===== src/rtl/tsv_pkg.sv =====
package tsv_pkg;

  typedef enum logic [0:0] {
    ST_WAIT_TONE = 1'b0,
    ST_HOLD      = 1'b1
  } steer_st_t;

  // A guard interval is met once at least one qualifying sample has been
  // counted and the count has reached the programmed limit.
  function automatic logic guard_met(input logic [31:0] cnt,
                                     input logic [31:0] lim);
    return (cnt != 32'd0) && (cnt >= lim);
  endfunction

endpackage


===== src/rtl/tsv_guard_timer.sv =====
module tsv_guard_timer
  import tsv_pkg::*;
#(
  parameter int CNT_W       = 16,
  parameter bit ACTIVE_HIGH = 1'b1
) (
  input  logic             clk,
  input  logic             rst_n,
  input  logic             tick,
  input  logic             level_in,
  input  logic             hold_clr,
  input  logic [CNT_W-1:0] limit,
  output logic [CNT_W-1:0] cnt,
  output logic             done
);

  localparam logic [CNT_W-1:0] CNT_MAX = {CNT_W{1'b1}};

  logic match;

  generate
    if (ACTIVE_HIGH) begin : g_high
      assign match = level_in;
    end else begin : g_low
      assign match = ~level_in;
    end
  endgenerate

  always_ff @(posedge clk) begin
    if (!rst_n) begin
      cnt <= '0;
    end else if (!match || hold_clr) begin
      cnt <= '0;
    end else if (tick && (cnt != CNT_MAX)) begin
      cnt <= cnt + 1'b1;
    end
  end

  assign done = guard_met(32'(cnt), 32'(limit));

  AST_CNT_NEEDS_TICK: assert property (@(posedge clk) disable iff (!rst_n)
    (cnt > $past(cnt)) |-> $past(tick));

  AST_CNT_NEEDS_LEVEL: assert property (@(posedge clk) disable iff (!rst_n)
    (cnt != '0) |-> $past(match));

endmodule


===== src/rtl/tsv_settle.sv =====
module tsv_settle #(
  parameter int SETTLE_CYC = 3
) (
  input  logic clk,
  input  logic rst_n,
  input  logic start,
  input  logic abort,
  output logic flag
);

  localparam int SW = (SETTLE_CYC < 1) ? 1 : $clog2(SETTLE_CYC + 1);
  localparam logic [SW-1:0] LOAD = SW'((SETTLE_CYC < 1) ? 1 : SETTLE_CYC);

  logic [SW-1:0] cnt;

  always_ff @(posedge clk) begin
    if (!rst_n) begin
      cnt  <= '0;
      flag <= 1'b0;
    end else if (abort) begin
      cnt  <= '0;
      flag <= 1'b0;
    end else if (start) begin
      cnt  <= LOAD;
      flag <= 1'b0;
    end else if (cnt != '0) begin
      cnt <= cnt - 1'b1;
      if (cnt == SW'(1)) flag <= 1'b1;
    end
  end

  AST_SETTLE_NOT_EARLY: assert property (@(posedge clk) disable iff (!rst_n)
    start |=> !flag);

endmodule


===== src/rtl/tsv_steer_fsm.sv =====
module tsv_steer_fsm
  import tsv_pkg::*;
(
  input  logic clk,
  input  logic rst_n,
  input  logic pres_done,
  input  logic abs_done,
  input  logic cp_mode,
  input  logic est_q,
  output logic latch_evt,
  output logic exit_evt,
  output logic in_hold
);

  steer_st_t state;

  assign latch_evt = (state == ST_WAIT_TONE) && pres_done && !cp_mode;
  assign exit_evt  = (state == ST_HOLD) && abs_done;
  assign in_hold   = (state == ST_HOLD);

  always_ff @(posedge clk) begin
    if (!rst_n) begin
      state <= ST_WAIT_TONE;
    end else begin
      unique case (state)
        ST_WAIT_TONE: if (latch_evt) state <= ST_HOLD;
        ST_HOLD:      if (exit_evt)  state <= ST_WAIT_TONE;
        default:      state <= ST_WAIT_TONE;
      endcase
    end
  end

  AST_EXIT_ON_SILENCE: assert property (@(posedge clk) disable iff (!rst_n)
    exit_evt |-> !est_q);

endmodule


===== src/rtl/tone_steer_validator.sv =====
module tone_steer_validator
  import tsv_pkg::*;
#(
  parameter int CODE_W     = 4,
  parameter int CNT_W      = 16,
  parameter int SETTLE_CYC = 3
) (
  input  logic              clk,
  input  logic              rst_n,
  input  logic              tick,
  input  logic              est_in,
  input  logic [CODE_W-1:0] tone_code,
  input  logic              cp_mode,
  input  logic              stat_rd,
  input  logic [CNT_W-1:0]  present_ticks,
  input  logic [CNT_W-1:0]  absent_ticks,
  output logic [CODE_W-1:0] rx_code,
  output logic              rx_new,
  output logic              rx_full,
  output logic              guard_out,
  output logic              dly_steer
);

  logic              est_q;
  logic [CODE_W-1:0] code_q;
  logic [CNT_W-1:0]  pres_cnt;
  logic [CNT_W-1:0]  abs_cnt;
  logic              pres_done;
  logic              abs_done;
  logic              latch_evt;
  logic              exit_evt;
  logic              in_hold;

  always_ff @(posedge clk) begin
    if (!rst_n) begin
      est_q  <= 1'b0;
      code_q <= '0;
    end else begin
      est_q <= est_in;
      if (est_in) code_q <= tone_code;
    end
  end

  tsv_guard_timer #(.CNT_W(CNT_W), .ACTIVE_HIGH(1'b1)) u_pres (
    .clk(clk), .rst_n(rst_n), .tick(tick), .level_in(est_in),
    .hold_clr(cp_mode), .limit(present_ticks), .cnt(pres_cnt), .done(pres_done)
  );

  tsv_guard_timer #(.CNT_W(CNT_W), .ACTIVE_HIGH(1'b0)) u_abs (
    .clk(clk), .rst_n(rst_n), .tick(tick), .level_in(est_in),
    .hold_clr(1'b0), .limit(absent_ticks), .cnt(abs_cnt), .done(abs_done)
  );

  tsv_steer_fsm u_fsm (
    .clk(clk), .rst_n(rst_n), .pres_done(pres_done), .abs_done(abs_done),
    .cp_mode(cp_mode), .est_q(est_q), .latch_evt(latch_evt),
    .exit_evt(exit_evt), .in_hold(in_hold)
  );

  tsv_settle #(.SETTLE_CYC(SETTLE_CYC)) u_settle (
    .clk(clk), .rst_n(rst_n), .start(latch_evt), .abort(exit_evt),
    .flag(dly_steer)
  );

  always_ff @(posedge clk) begin
    if (!rst_n) begin
      rx_code <= '0;
      rx_new  <= 1'b0;
      rx_full <= 1'b0;
    end else begin
      rx_new <= latch_evt;
      if (latch_evt) begin
        rx_code <= code_q;
        rx_full <= 1'b1;
      end else if (stat_rd) begin
        rx_full <= 1'b0;
      end
    end
  end

  assign guard_out = in_hold && est_q;

  AST_RX_NEW_PULSE: assert property (@(posedge clk) disable iff (!rst_n)
    rx_new |=> !rx_new);

  AST_CODE_HELD: assert property (@(posedge clk) disable iff (!rst_n)
    (rx_code != $past(rx_code)) |-> rx_new);

  AST_FLAG_AFTER_DATA: assert property (@(posedge clk) disable iff (!rst_n)
    $rose(dly_steer) |-> $stable(rx_code));

  AST_FALL_AFTER_QUIET: assert property (@(posedge clk) disable iff (!rst_n)
    $fell(dly_steer) |-> !$past(est_in));

  AST_FULL_ON_NEW: assert property (@(posedge clk) disable iff (!rst_n)
    rx_new |-> rx_full);

  AST_CP_SUPPRESS: assert property (@(posedge clk) disable iff (!rst_n)
    rx_new |-> !$past(cp_mode));

endmodule


===== config.mk =====
export PLATFORM = sky130hd
export DESIGN_NAME = tone_steer_validator
export DESIGN_NICKNAME = d
export VERILOG_FILES = /design/src/rtl/tsv_pkg.sv /design/src/rtl/tsv_guard_timer.sv /design/src/rtl/tsv_settle.sv /design/src/rtl/tsv_steer_fsm.sv /design/src/rtl/tone_steer_validator.sv
export SDC_FILE = /design/constraint.sdc
export NUM_CORES = 1
export LEC_CHECK = 0
export CORE_MARGIN = 1.5
export CORE_UTILIZATION = 48
export DETAILED_ROUTE_END_ITERATION = 12
export PLACE_DENSITY_LB_ADDON = 0.1
export SLEW_MARGIN = 10
export SYNTH_ARGS = -nofsm -noshare
export SYNTH_HDL_FRONTEND = slang
export SYNTH_SLANG_ARGS = --single-unit

===== constraint.sdc =====
create_clock -name clk -period 1.9 [get_ports clk]
set_input_delay 0.38 -clock clk [delete_from_list [all_inputs] [get_ports clk]]
set_output_delay 0.38 -clock clk [all_outputs]
set_load 0.02 [all_outputs]

==> impl_metrics.json, run 1 <==
{
  "outcome": "finished with violations",
  "violations": "setup timing",
  "tns_ns": -0.157,
  "totalWireLength_mm": 7.27,
  "routabilityCongestion": 0.798,
  "highest_layer": "met4",
  "synth_edf_count": 0,
  "timing.rr.start": "u_pres.cnt[2]",
  "vias": 2725,
  "yosys_warnings": 0,
  "layout.nets": 534,
  "rows": 28,
  "cp.depth": 8,
  "clock_latency_ns": 0.30,
  "period_share": 1.02,
  "syn_to_final_growth_pct": 50.8,
  "fin_skew_ns": 0.00452,
  "placed_area_sq_um": 3880,
  "regToRegSetupSlack_ns": -0.04,
  "crit_path_max_fanout": 5,
  "syn_area_sq_um": 2950,
  "cts_buffer_depth": 2,
  "cts_hold_buf": 0,
  "drc": 0,
  "drt_pass1_iterations": 4,
  "hold_viol": 0,
  "cts_tree": "yes",
  "ys_types": 42,
  "slowest_stage": "dfxtp_4",
  "final_common_cell": "buf_4",
  "final_cell_mix": "53 x buf_4, 37 x dfxtp_1, 36 x nor2_1",
  "hp-class": "flop to flop",
  "p_leak_nw": 1.89,
  "critPathCapture": "u_fsm.in_hold",
  "grt_start_max_net_pins": 19,
  "cellPowerDensity_nw_per_um2": 486,
  "syn_inst": 351,
  "start_util": 0.498,
  "cp_cell_sequence": "ha_4, a211o_1, a31oi_4, nor3_4, o31ai_4, buf_4, a31oi_4, a22o_1",
  "timing.critical_path.mode_cell": "a31oi_4",
  "cpPeakStageDelay_ns": 0.36,
  "portBuffers": 49,
  "max_freq_ghz": 0.516,
  "n_antenna_cell": 0,
  "endpoint_kind": "flop",
  "max_slew_margin": 0.793,
  "yosys_register_bits": 47,
  "synth_top_area_frac": 0.319,
  "syn_avg_cell_area_sq_um": 8.39,
  "wl_per_cell_um": 13.7,
  "finalSetupViolations": 8,
  "tightest_slew_ns": 0.308,
  "htree_levels": 2,
  "async_reset_ff_frac": 0,
  "dieHeight_um": 81.4,
  "grt_pass1_wl_mm": 11.7,
  "drive_above_1_share": 0.303,
  "place_hpwl_mm": 4.94,
  "timing.rr.end": "u_fsm.in_hold",
  "worstPathRequired_ns": 2.11,
  "ys_seq_area_frac": 0.319,
  "crit_buf_inv": 1,
  "wl_met1_mm": 3.35,
  "postRouteAntennaNets": 0,
  "wl_met2_mm": 3.56,
  "path_clk_slew_ns": 0.09,
  "track_usage": 0.230,
  "cts.sinks": 47,
  "min_period_ns": 1.94,
  "route.met3.wl_um": 204,
  "fin_ws_ns": -0.0377,
  "cp-start-kind": "flop",
  "grt.overflow.total": 0,
  "fin_area_sq_um": 4440,
  "die_w_um": 81.4,
  "ir_drop_uv": 428,
  "final.hold.worst_slack_ns": 0.465,
  "criticalPathCategory": "flop to flop",
  "drv_cap": 0,
  "syn_nets": 431,
  "rr_worst_depth": 8,
  "ys_top_cells_by_area": "dfxtp_1 32%, ha_1 16%, xor2_1 5.6%",
  "critical_path_arrival_ns": 2.15,
  "rsz0062_at_grt": "true",
  "cts-root-buf": "clkbuf_8",
  "crit_family": "compound AO/OA/AOI/OAI gates",
  "drv_slew": 0,
  "vias_per_cell": 5.14,
  "io_pins": 50,
  "grt_pass1_vias": 2724,
  "grt_antenna_before_repair": 0,
  "critPathLaunch": "u_pres.cnt[2]",
  "coreArea_sq_um": 5920,
  "numCtsBuffers": 5,
  "synth-main-ff-cell": "dfxtp_1",
  "drt_iter0_markers": 116,
  "dieArea_sq_um": 6620,
  "yosysTopAreaCell": "dfxtp_1"
}
flip-flops by register name, indices dropped and copies added (netlist names):
| register | cells |
|---|---|
| u_abs.cnt | 16 |
| u_settle.flag | 1 |
| rx_new | 1 |
| est_q | 1 |
| u_pres.cnt | 16 |
| u_settle.cnt | 2 |
| code_q | 4 |
| u_fsm.in_hold | 1 |
| rx_full | 1 |
| rx_code | 4 |
worst min path at each step:
stage,startpoint,to,slack [ns],cells past startpoint
finish,rx_code[0],rx_code[0],0.47,2
global route,rx_code[1],rx_code[1],0.49,2
CTS,code_q[0],rx_code[0],0.47,2
detailed placement,code_q[3],rx_code[3],0.46,2
global placement,code_q[0],rx_code[0],0.44,2
floorplan,code_q[0],rx_code[0],0.44,2
worst register-to-register path, cell delays in order (launching register included):
cell,delay [ns]
dfxtp_4,0.36
ha_4,0.23
a211o_1,0.29
a31oi_4,0.18
nor3_4,0.06
o31ai_4,0.18
buf_4,0.19
a31oi_4,0.13
a22o_1,0.22
routing by layer:
metal,up-vias,track usage
met5,-,0
met4,0,0.0862
met3,15,0.0348
met2,50,0.408
met1,1245,0.277
li1,1415,-
kinds of logic (layout without fill, tap and decap cells):
| family | Yosys count | in the layout | share of synthesized area |
|---|---|---|---|
| AOI/OAI and AO/OA | 45 | 46 | 0.102 |
| xor gates and xnor gates | 26 | 26 | 0.0773 |
| adders and majority gates | 38 | 38 | 0.161 |
| buffers and inverters | 47 | 150 | 0.0607 |
| DFF | 47 | 47 | 0.319 |
| muxes | 11 | 11 | 0.0374 |
| and+or+nand+nor | 137 | 137 | 0.242 |
synthesized netlist by cell type, drive strengths merged, types with 7 or more instances:
cell / instances
ha: 38
mux2i: 11
nand3: 8
nand2: 29
nor3: 13
dfxtp: 47
o21ai: 10
inv: 39
a21oi: 16
nor2: 37
xnor2: 7
xor2: 19
nand4: 15
where the power goes:
group / switching [mW] / internal [mW] / total [mW] / leakage [nW]
Combinational: 0.167 / 0.217 / 0.384 / 1.44
Clock: 0.356 / 0.392 / 0.748 / 0.0581
Sequential: 0.0157 / 1.01 / 1.03 / 0.386
metrics by stage:
| step | setup slack [ns] | power, mW | cells | utilization |
|---|---|---|---|---|
| 6_report | -0.0377 | 2.16 | 530 | 0.750 |
| 5_1_grt | -0.0948 | 2.26 | 530 | 0.750 |
| 4_1_cts | -0.0421 | 2.15 | 525 | 0.715 |
| 3_5_place_dp | -0.665 | 1.39 | 513 | 0.656 |
| 3_3_place_gp | -0.631 | 1.37 | 513 | 0.656 |
| 2_1_floorplan | 0.00373 | 1.23 | 351 | - |
area by class of cell:
cell class | instances | area [sq um]
clock buffers | 5 | 68.8
clock inverters | 3 | 43.8
fillers | 467 | 1480
inverters | 39 | 146
multi-input cells | 258 | 2240
flip-flops and latches | 47 | 958
well taps | 75 | 93.8
repair buffers | 103 | 893
what timing repair did:
item,4_1_cts,5_1_grt
pin swaps,24,25
resized for setup,60,44
gates cloned,1,0
setup endpoints to repair,10,16
setup buffers,3,6
Note: power is estimated with default switching activity, not from simulation.
==> run 2, diff against run 1 <==
CORE_UTILIZATION = 58   (was 48)
clock period = 2.5 ns   (was 1.9 ns; I/O delays follow)
==> run 2 against run 1 <==
Net effect: the flow now finishes without violations; first-iteration DRC count is 9.5% higher; largest cell class unchanged; clock-buffer cell count is 1 higher; via count is 5.5% lower; largest power group unchanged.
==> impl_metrics.json, run 2 (same netlist as run 1, synthesis figures left out) <==
{
  "track_usage": 0.237,
  "drv_slew": 0,
  "top_regs": "u_abs.cnt (16), u_pres.cnt (16)",
  "fin_skew_ns": 0.00557,
  "place_inst": 466,
  "dieArea_sq_um": 5520,
  "hold_viol": 0,
  "worstPathRequired_ns": 2.75,
  "io_pins": 50,
  "grt_pass1_vias": 2481,
  "min_to": "rx_code[1]",
  "grt_start_max_net_pins": 19,
  "cellPowerDensity_nw_per_um2": 430,
  "post-route-util": 0.778,
  "dieHeight_um": 74.3,
  "outcome": "completed",
  "timing.rr.end": "rx_full",
  "period_share": 0.967,
  "ir_drop_uv": 241,
  "max_slew_margin": 0.574,
  "tightest_slew_ns": 0.639,
  "drt_pass1_iterations": 4,
  "start_util": 0.612,
  "hp-start": "rx_code[1]",
  "layout.nets": 488,
  "drc": 0,
  "vias_per_cell": 5.41,
  "whs_path_depth": 2,
  "post_layout_nonfiller_instances": 476,
  "wl_per_cell_um": 13.5,
  "place_hpwl_mm": 4.74,
  "cts.sinks": 47,
  "totalWireLength_mm": 6.44,
  "final_common_cell": "clkdlybuf4s50_1",
  "power.total_mw": 1.61,
  "portBuffers": 49,
  "rr_worst_depth": 8,
  "final_cell_mix": "49 x clkdlybuf4s50_1, 47 x dfxtp_1, 39 x inv_1",
  "max_freq_ghz": 0.414,
  "die_w_um": 74.3,
  "cts_buffer_depth": 2,
  "drv_cap": 0,
  "routabilityCongestion": 0.855,
  "vias": 2576,
  "drive_above_1_share": 0.0807,
  "cts_tree": "yes",
  "cts_hold_buf": 0,
  "cts-root-buf": "clkbuf_8",
  "min_period_ns": 2.42,
  "grt_antenna_before_repair": 0,
  "final.hold.worst_slack_ns": 0.462,
  "syn_to_final_growth_pct": 27.1,
  "rows": 25,
  "endpoint_kind": "flop",
  "regToRegSetupSlack_ns": 0.30,
  "criticalPathCategory": "input pin to flop",
  "crit_path_max_fanout": 3,
  "rsz0062_at_grt": "false",
  "finalSetupViolations": 0,
  "p_leak_nw": 1.57,
  "critical_path_arrival_ns": 2.67,
  "numCtsBuffers": 5,
  "cp-start-kind": "input pin",
  "postRouteAntennaNets": 0,
  "coreArea_sq_um": 4820,
  "htree_levels": 2,
  "hp-class": "flop to flop",
  "grt.overflow.total": 0,
  "path_clk_slew_ns": 0.09,
  "timing.rr.start": "u_pres.cnt[2]",
  "n_antenna_cell": 0,
  "drt_iter0_markers": 127,
  "clock_latency_ns": 0.30,
  "grt_pass1_wl_mm": 10.1
}
[run 2: worst max-delay path by stage]
stage,startpoint,end,slack [ns],cells after the start
floorplan,present_ticks[2],u_fsm.in_hold,0.39,8
global placement,present_ticks[2],rx_code[0],-0.24,10
detailed placement,present_ticks[2],rx_code[3],-0.30,10
CTS,present_ticks[2],rx_code[3],0.03,10
global route,present_ticks[2],rx_code[3],0.01,10
finish,absent_ticks[13],u_settle.cnt[0],0.08,9
[run 2: layout make-up]
class                           instances  area, sq um
Tap cell                               67         83.8
Inverter                               39          146
Clock inverter                          2         35.0
Sequential cell                        47          941
Multi-Input combinational cell        258         1900
Clock buffer                            6         82.6
Timing Repair Buffer                   57          558
Fill cell                             377         1070
[run 2: critical path, stage by stage]
cell and delay (ns):
clkdlybuf4s50_1 0.45, inv_1 0.04, ha_1 0.31, a211oi_2 0.24, nor2_1 0.07, or3_1 0.35, a211oi_2 0.27, o21ai_0 0.17
o21ba_2 0.25
[run 2: what timing repair did]
action,4_1_cts,5_1_grt
gates cloned,0,1
buffers inserted,0,1
setup endpoints to repair,2,6
gates resized for setup,1,10
pin swaps,0,5
[run 2: metrics by stage]
step / cell area [sq um] / worst slack (ns) / setup TNS [ns]
after CTS: 3660 / 0.0308 / 0
after global routing: 3750 / 0.0120 / 0
final: 3750 / 0.0828 / 0
after global placement: 3540 / -0.243 / -1.99
after floorplan: 2950 / 0.393 / 0
after detailed placement: 3540 / -0.297 / -2.43
[run 2: layer usage]
metal	wire [um]	global-route usage
met5	0	0
met1	2890	0.269
met2	3310	0.435
met4	61	0.0848
met3	173	0.0528
[run 2: where the power goes]
group / internal (mW) / switching (mW) / leakage, nW
logic: 0.140 / 0.101 / 1.13
registers: 0.771 / 0.0136 / 0.380
clock network: 0.324 / 0.263 / 0.0612
total: 1.23 / 0.377 / 1.57
